--- config.mk ---
export PLATFORM = sky130hd
export DESIGN_NAME = slot_arbiter
export DESIGN_NICKNAME = d
export VERILOG_FILES = /design/src/rtl/slot_arb_pkg.sv /design/src/rtl/slot_counter.sv /design/src/rtl/recirc_hold.sv /design/src/rtl/issue_select.sv /design/src/rtl/result_router.sv /design/src/rtl/slot_arbiter.sv
export SDC_FILE = /design/constraint.sdc
export NUM_CORES = 1
export LEC_CHECK = 0
export ABC_AREA = 1
export BUFFER_PORTS_ARGS = -buffer_cell sky130_fd_sc_hd__buf_2
export CORE_ASPECT_RATIO = 1.2
export CORE_MARGIN = 1.5
export CORE_UTILIZATION = 30
export CTS_CLUSTER_SIZE = 20
export DETAILED_ROUTE_END_ITERATION = 10
export SYNTH_ARGS = -nofsm -noshare
export SYNTH_HDL_FRONTEND = slang
export SYNTH_HIERARCHICAL = 1
export SYNTH_SLANG_ARGS = --single-unit
export TNS_END_PERCENT = 20
--- constraint.sdc ---
create_clock -name clk -period 1.82 [get_ports clk]
set_input_delay 0 -clock clk [delete_from_list [all_inputs] [get_ports clk]]
set_output_delay 0 -clock clk [all_outputs]
set_load 0.05 [all_outputs]
--- src/rtl/slot_arb_pkg.sv ---
package slot_arb_pkg;
    localparam int NREQ   = 4;
    localparam int ID_W   = $clog2(NREQ);
    localparam int DATA_W = 32;
    localparam int PASS_W = 3;

    typedef logic [ID_W-1:0]   owner_t;
    typedef logic [PASS_W-1:0] passes_t;
    typedef logic [DATA_W-1:0] word_t;

    typedef struct packed {
        logic    valid;
        owner_t  owner;
        passes_t left;
        word_t   data;
    } pipe_op_t;

    localparam pipe_op_t OP_NONE = '{valid: 1'b0, owner: '0, left: '0, data: '0};

    function automatic logic needs_more(input pipe_op_t op);
        return op.valid && (op.left != '0);
    endfunction

    function automatic logic is_done(input pipe_op_t op);
        return op.valid && (op.left == '0);
    endfunction
endpackage

--- src/rtl/slot_counter.sv ---
module slot_counter
    import slot_arb_pkg::*;
(
    input  logic   clk,
    input  logic   rst,
    output owner_t slot
);
    owner_t cnt_q;

    always_ff @(posedge clk) begin
        if (rst) cnt_q <= '0;
        else     cnt_q <= cnt_q + owner_t'(1);
    end

    assign slot = cnt_q;

    assert_slot_reset_R1: assert property (@(posedge clk) rst |=> (slot == '0));
    assert_slot_step_R1: assert property (@(posedge clk) disable iff (rst)
        !$past(rst) |-> (slot == $past(slot) + owner_t'(1)));
endmodule

--- src/rtl/recirc_hold.sv ---
module recirc_hold
    import slot_arb_pkg::*;
#(
    parameter int OWNER = 0
) (
    input  logic     clk,
    input  logic     rst,
    input  pipe_op_t tail,
    input  logic     take,
    output pipe_op_t held
);
    pipe_op_t hold_q;
    logic     capture;

    assign capture = needs_more(tail) && (tail.owner == owner_t'(OWNER));

    always_ff @(posedge clk) begin
        if (rst) begin
            hold_q <= OP_NONE;
        end else if (capture) begin
            hold_q.valid <= 1'b1;
            hold_q.owner <= tail.owner;
            hold_q.left  <= tail.left - passes_t'(1);
            hold_q.data  <= tail.data;
        end else if (take) begin
            hold_q.valid <= 1'b0;
        end
    end

    assign held = hold_q;

    assert_hold_no_overwrite_R5: assert property (@(posedge clk) disable iff (rst)
        (capture && hold_q.valid) |-> take);
    assert_hold_take_valid_R5: assert property (@(posedge clk) disable iff (rst)
        take |-> hold_q.valid);
endmodule

--- src/rtl/issue_select.sv ---
module issue_select
    import slot_arb_pkg::*;
(
    input  logic                  clk,
    input  logic                  rst,
    input  owner_t                slot,
    input  pipe_op_t              held [NREQ],
    input  logic [NREQ-1:0]        req_valid,
    input  logic [NREQ*DATA_W-1:0] req_data,
    input  logic [NREQ*PASS_W-1:0] req_extra,
    output logic [NREQ-1:0]        grant,
    output logic [NREQ-1:0]        take,
    output pipe_op_t              iss
);
    always_comb begin
        grant = '0;
        take  = '0;
        iss   = OP_NONE;
        for (int k = 0; k < NREQ; k++) begin
            if (slot == owner_t'(k)) begin
                if (held[k].valid) begin
                    take[k] = 1'b1;
                    iss     = held[k];
                end else if (req_valid[k]) begin
                    grant[k]  = 1'b1;
                    iss.valid = 1'b1;
                    iss.owner = owner_t'(k);
                    iss.left  = req_extra[k*PASS_W +: PASS_W];
                    iss.data  = req_data[k*DATA_W +: DATA_W];
                end
            end
        end
    end

    assert_one_grant_R3: assert property (@(posedge clk) disable iff (rst)
        $onehot0(grant) && $onehot0(take));
    assert_recirc_first_R6: assert property (@(posedge clk) disable iff (rst)
        held[slot].valid |-> (grant == '0));
endmodule

--- src/rtl/result_router.sv ---
module result_router
    import slot_arb_pkg::*;
(
    input  pipe_op_t              tail,
    output logic [NREQ-1:0]        res_valid,
    output logic [NREQ*DATA_W-1:0] res_data
);
    always_comb begin
        res_valid = '0;
        res_data  = '0;
        for (int k = 0; k < NREQ; k++) begin
            if (is_done(tail) && tail.owner == owner_t'(k)) begin
                res_valid[k]                = 1'b1;
                res_data[k*DATA_W +: DATA_W] = tail.data;
            end
        end
    end
endmodule

--- src/rtl/slot_arbiter.sv ---
module slot_arbiter
    import slot_arb_pkg::*;
(
    input  logic                  clk,
    input  logic                  rst,
    input  logic [NREQ-1:0]        req_valid,
    input  logic [NREQ*DATA_W-1:0] req_data,
    input  logic [NREQ*PASS_W-1:0] req_extra,
    output logic [NREQ-1:0]        req_grant,
    output logic [ID_W-1:0]        slot_owner,
    output logic                  iss_valid,
    output logic [ID_W-1:0]        iss_owner,
    output logic [PASS_W-1:0]      iss_left,
    output logic [DATA_W-1:0]      iss_data,
    input  logic                  tail_valid,
    input  logic [ID_W-1:0]        tail_owner,
    input  logic [PASS_W-1:0]      tail_left,
    input  logic [DATA_W-1:0]      tail_data,
    output logic [NREQ-1:0]        res_valid,
    output logic [NREQ*DATA_W-1:0] res_data
);
    owner_t          slot;
    pipe_op_t        tail_op;
    pipe_op_t        held [NREQ];
    logic [NREQ-1:0] take;
    pipe_op_t        iss_op;

    assign tail_op = '{valid: tail_valid, owner: tail_owner, left: tail_left, data: tail_data};

    slot_counter u_cnt (.clk(clk), .rst(rst), .slot(slot));

    for (genvar k = 0; k < NREQ; k++) begin : g_hold
        recirc_hold #(.OWNER(k)) u_hold (
            .clk(clk), .rst(rst), .tail(tail_op), .take(take[k]), .held(held[k])
        );
    end

    issue_select u_sel (
        .clk(clk), .rst(rst), .slot(slot), .held(held),
        .req_valid(req_valid), .req_data(req_data), .req_extra(req_extra),
        .grant(req_grant), .take(take), .iss(iss_op)
    );

    result_router u_res (.tail(tail_op), .res_valid(res_valid), .res_data(res_data));

    assign slot_owner = slot;
    assign iss_valid  = iss_op.valid;
    assign iss_owner  = iss_op.owner;
    assign iss_left   = iss_op.left;
    assign iss_data   = iss_op.data;

    assert_issue_in_owner_slot_R2: assert property (@(posedge clk) disable iff (rst)
        iss_valid |-> (iss_owner == slot_owner));
    assert_no_foreign_slot_R3: assert property (@(posedge clk) disable iff (rst)
        (req_grant & ~(NREQ'(1) << slot_owner)) == '0);
    assert_result_routed_R7: assert property (@(posedge clk) disable iff (rst)
        (tail_valid && tail_left == '0) |-> (res_valid[tail_owner] && $onehot(res_valid)));
endmodule

==> flow_summary.ini <==
[outcome]
status = complete, but fails checks
violations = negative setup slack

[clocking]
clk_latency_ns = 0.42
cts-root-buf = clkbuf_16
cts_sinks = 154
clkTransAtPathRegs_ns = 0.06
cts_buffers = 17
clockBufferDepth = 2
htreeDepth = 4
cts_tree = yes

[timing]
fin_setup_tns_ns = -2.30
clock.fmax_ghz = 0.521
fin_ws_ns = -0.0993
finalSetupViolations = 38
fin_crit_sh = 1.05
grt_setup_unrepaired = yes
hold_viol = 0
skew_ns = 0.00514
worst_slew_pin_slew_ns = 0.716
slew_viol_final = 0
slew_headroom = 0.523
fin_crit_ns = 1.92

[detailed_routing]
wl_per_cell_um = 18.9
routed_wl_um = 52900
drc_errors = 0
vias_per_cell = 4.83
ant_nets = 0
vias = 13500
drt-pass1-iter-count = 5
drt_iter0_drc = 1311

[pwr]
leakagePower_nw = 8.30
powerDensity_nw_per_um2 = 700
ir_drop_uv = 584

[floorplanning]
die_area_um2 = 37600
die_h_um = 212
rows = 76
die_w_um = 177
coreArea_um2 = 35900
ios = 360
start_util = 0.304

[grt]
grt_pass1_vias = 12600
grt_first_pass_wirelength_um = 72600
grt_start_max_net_pins = 72
antenna_found_initial = 0
grt_overflow_total = 0
grt_usage = 0.263

[finish]
utilization = 0.416
num_antenna_cells = 0
nets = 2506
syn_to_final_growth_pct = 36.6
drive_gt1_frac = 0.238
design_area_um2 = 14900

[critical_path]
cp-start-kind = flop
crit_required_ns = 1.82
cpMaxStageDelayCell = dfxtp_4
arrival_ns = 1.92
r2r_cells = 8
path_class = reg -> out
cp.depth = 11
cpPeakStageDelay_ns = 0.40
worstSetupEndpointType = output port
critical-path-top-delay-family = simple AND/OR/NAND/NOR gates
cp_num_buf_inv = 4
rrSetupSlack_ns = 0.49
critical_path.max_fanout = 6
cp_common_cell = nand2_1
crit_chain = inv_4, nand2_4, nor2_4, buf_12, buf_8, nand2_1, nand2_1, nor2_1, nand2_1, nand2_1, buf_6

[synth]
netlist_area_um2 = 10900
synthFlopType = dfxtp_1
synth.yosys.seq_area_share = 0.282
async_reset_ff_frac = 0
yosysWarnings = 6
syn_inst = 1965
yosys_register_bits = 154
synth_cell_types = 26
synth_nets = 2157
synth_area_per_cell_um2 = 5.56
synth_edf_count = 0

[min_path]
hp-class = in -> reg
min_delay_path_depth = 5

[job]
cap_violations = 0

[place]
io_buffer_count = 359
dpl_cell_area_um2 = 13100
globalplace.congestion = 1.01
dp_hpwl_um = 37500
[kinds of logic (layout without fill, tap and decap cells)]
| kind of cell | Yosys count | after routing | share of synthesized area |
|---|---|---|---|
| compound gates | 119 | 119 | 0.0557 |
| flops | 154 | 154 | 0.282 |
| fa+ha+maj | 8 | 8 | 0.00916 |
| buf+inv | 401 | 763 | 0.176 |
| simple gates | 1283 | 1283 | 0.477 |
[what timing repair did]
| item | in CTS | in global routing |
|---|---|---|
| setup endpoints to repair | 38 | 38 |
| pin swaps | 3 | 17 |
| cloned | 3 | 14 |
| resized for setup | 102 | 72 |
| setup buffers | 5 | 6 |
| hold endpoints to repair | 70 | 0 |
| hold buffers | 20 | 0 |
[Yosys cell counts (2+ instances only)]
cell type / number / area (um2)
ha_1: 8 / 100
nand2_1: 653 / 2450
buf_2: 51 / 255
nor2_1: 396 / 1490
a21oi_1: 110 / 551
nor2_4: 6 / 67.6
clkinv_1: 44 / 165
nand4_1: 2 / 12.5
nand3_2: 4 / 40.0
buf_4: 16 / 120
o21ai_2: 2 / 17.5
clkbuf_1: 12 / 45.0
nand3_1: 214 / 1070
inv_1: 231 / 867
o21ai_0: 4 / 20.0
nor2_2: 3 / 18.8
nor2_8: 3 / 60.1
dfxtp_1: 154 / 3080
buf_6: 39 / 439
inv_2: 7 / 26.3
[routing by layer]
layer,vias up,track usage,wire [um],part of all wire
met5,-,0,0,0
met4,0,0.191,3870,0.073
met3,134,0.0347,3400,0.064
met2,646,0.484,25700,0.49
met1,6134,0.272,19900,0.38
li1,6594,-,-,-
[layout make-up]
type | count | area (um2)
clock buffers | 19 | 433
clock inverters | 13 | 170
fillers | 3992 | 21000
inverters | 282 | 1070
multi-input cells | 1410 | 6180
flip-flops and latches | 154 | 3100
well taps | 468 | 586
repair buffers | 449 | 3400
[cell usage in the layout (no fill, tap or decap), types with 2 or more instances in the layout]
cell type / instances
nand2_1: 625
nor2_1: 391
buf_2: 319
inv_1: 228
nand3_1: 193
dfxtp_1: 149
a21oi_1: 110
clkinv_1: 41
buf_6: 39
buf_12: 32
clkbuf_16: 27
nand2_2: 25
nand3_2: 24
buf_4: 22
dlygate4sd3_1: 20
nor2_4: 10
inv_2: 9
ha_1: 8
buf_8: 7
clkinvlp_4: 6
nor2_2: 4
nand2_4: 4
clkinv_4: 3
bufinv_16: 3
nor2_8: 3
dfxtp_4: 3
o21ai_2: 3
clkbuf_1: 2
inv_6: 2
dfxtp_2: 2
inv_4: 2
o21ai_0: 2
nand4_1: 2
[per-stage QoR]
| stage | hold WS [ns] | total power [W] | setup WS, ns | std cells |
|---|---|---|---|---|
| 3_5_place_dp | 0.384 | 0.00637 | 0.189 | 2718 |
| 3_3_place_gp | 0.380 | 0.00635 | 0.253 | 2718 |
| 6_report | 0.0146 | 0.0105 | -0.0993 | 2795 |
| 5_1_grt | 0.0187 | 0.0109 | -0.144 | 2795 |
| 4_1_cts | 0.00174 | 0.0103 | -0.0707 | 2778 |
| 2_1_floorplan | 0.0593 | 0.00540 | 0.0923 | 1965 |
[flip-flops by register name, summed over array words and instances, names as in the netlist]
name                cells
u_cnt/slot              2
g_hold.u_hold/held    152
[power by group]
group          switching (W)  internal [W]  total (W)
Combinational        0.00205       0.00107    0.00311
Sequential         0.0000994       0.00354    0.00364
Clock                0.00154       0.00217    0.00371
Total                0.00369       0.00678     0.0105
[path summary, 6_finish.rpt]
path,from,endpoint
min,tail_data[28],g_hold[2].u_hold/held[28]
min reg2reg,g_hold[0].u_hold/held[36],g_hold[0].u_hold/held[36]
max reg2reg,u_cnt/slot[0],g_hold[2].u_hold/held[37]
max,u_cnt/slot[0],iss_data[3]
[tightest hold or removal path, stage by stage]
cell,delay (ns)
buf_2,0.18
clkinv_1,0.06
nand3_1,0.07
nand2_1,0.06
nor2_1,0.03
Note: power is estimated with default switching activity, not from simulation.
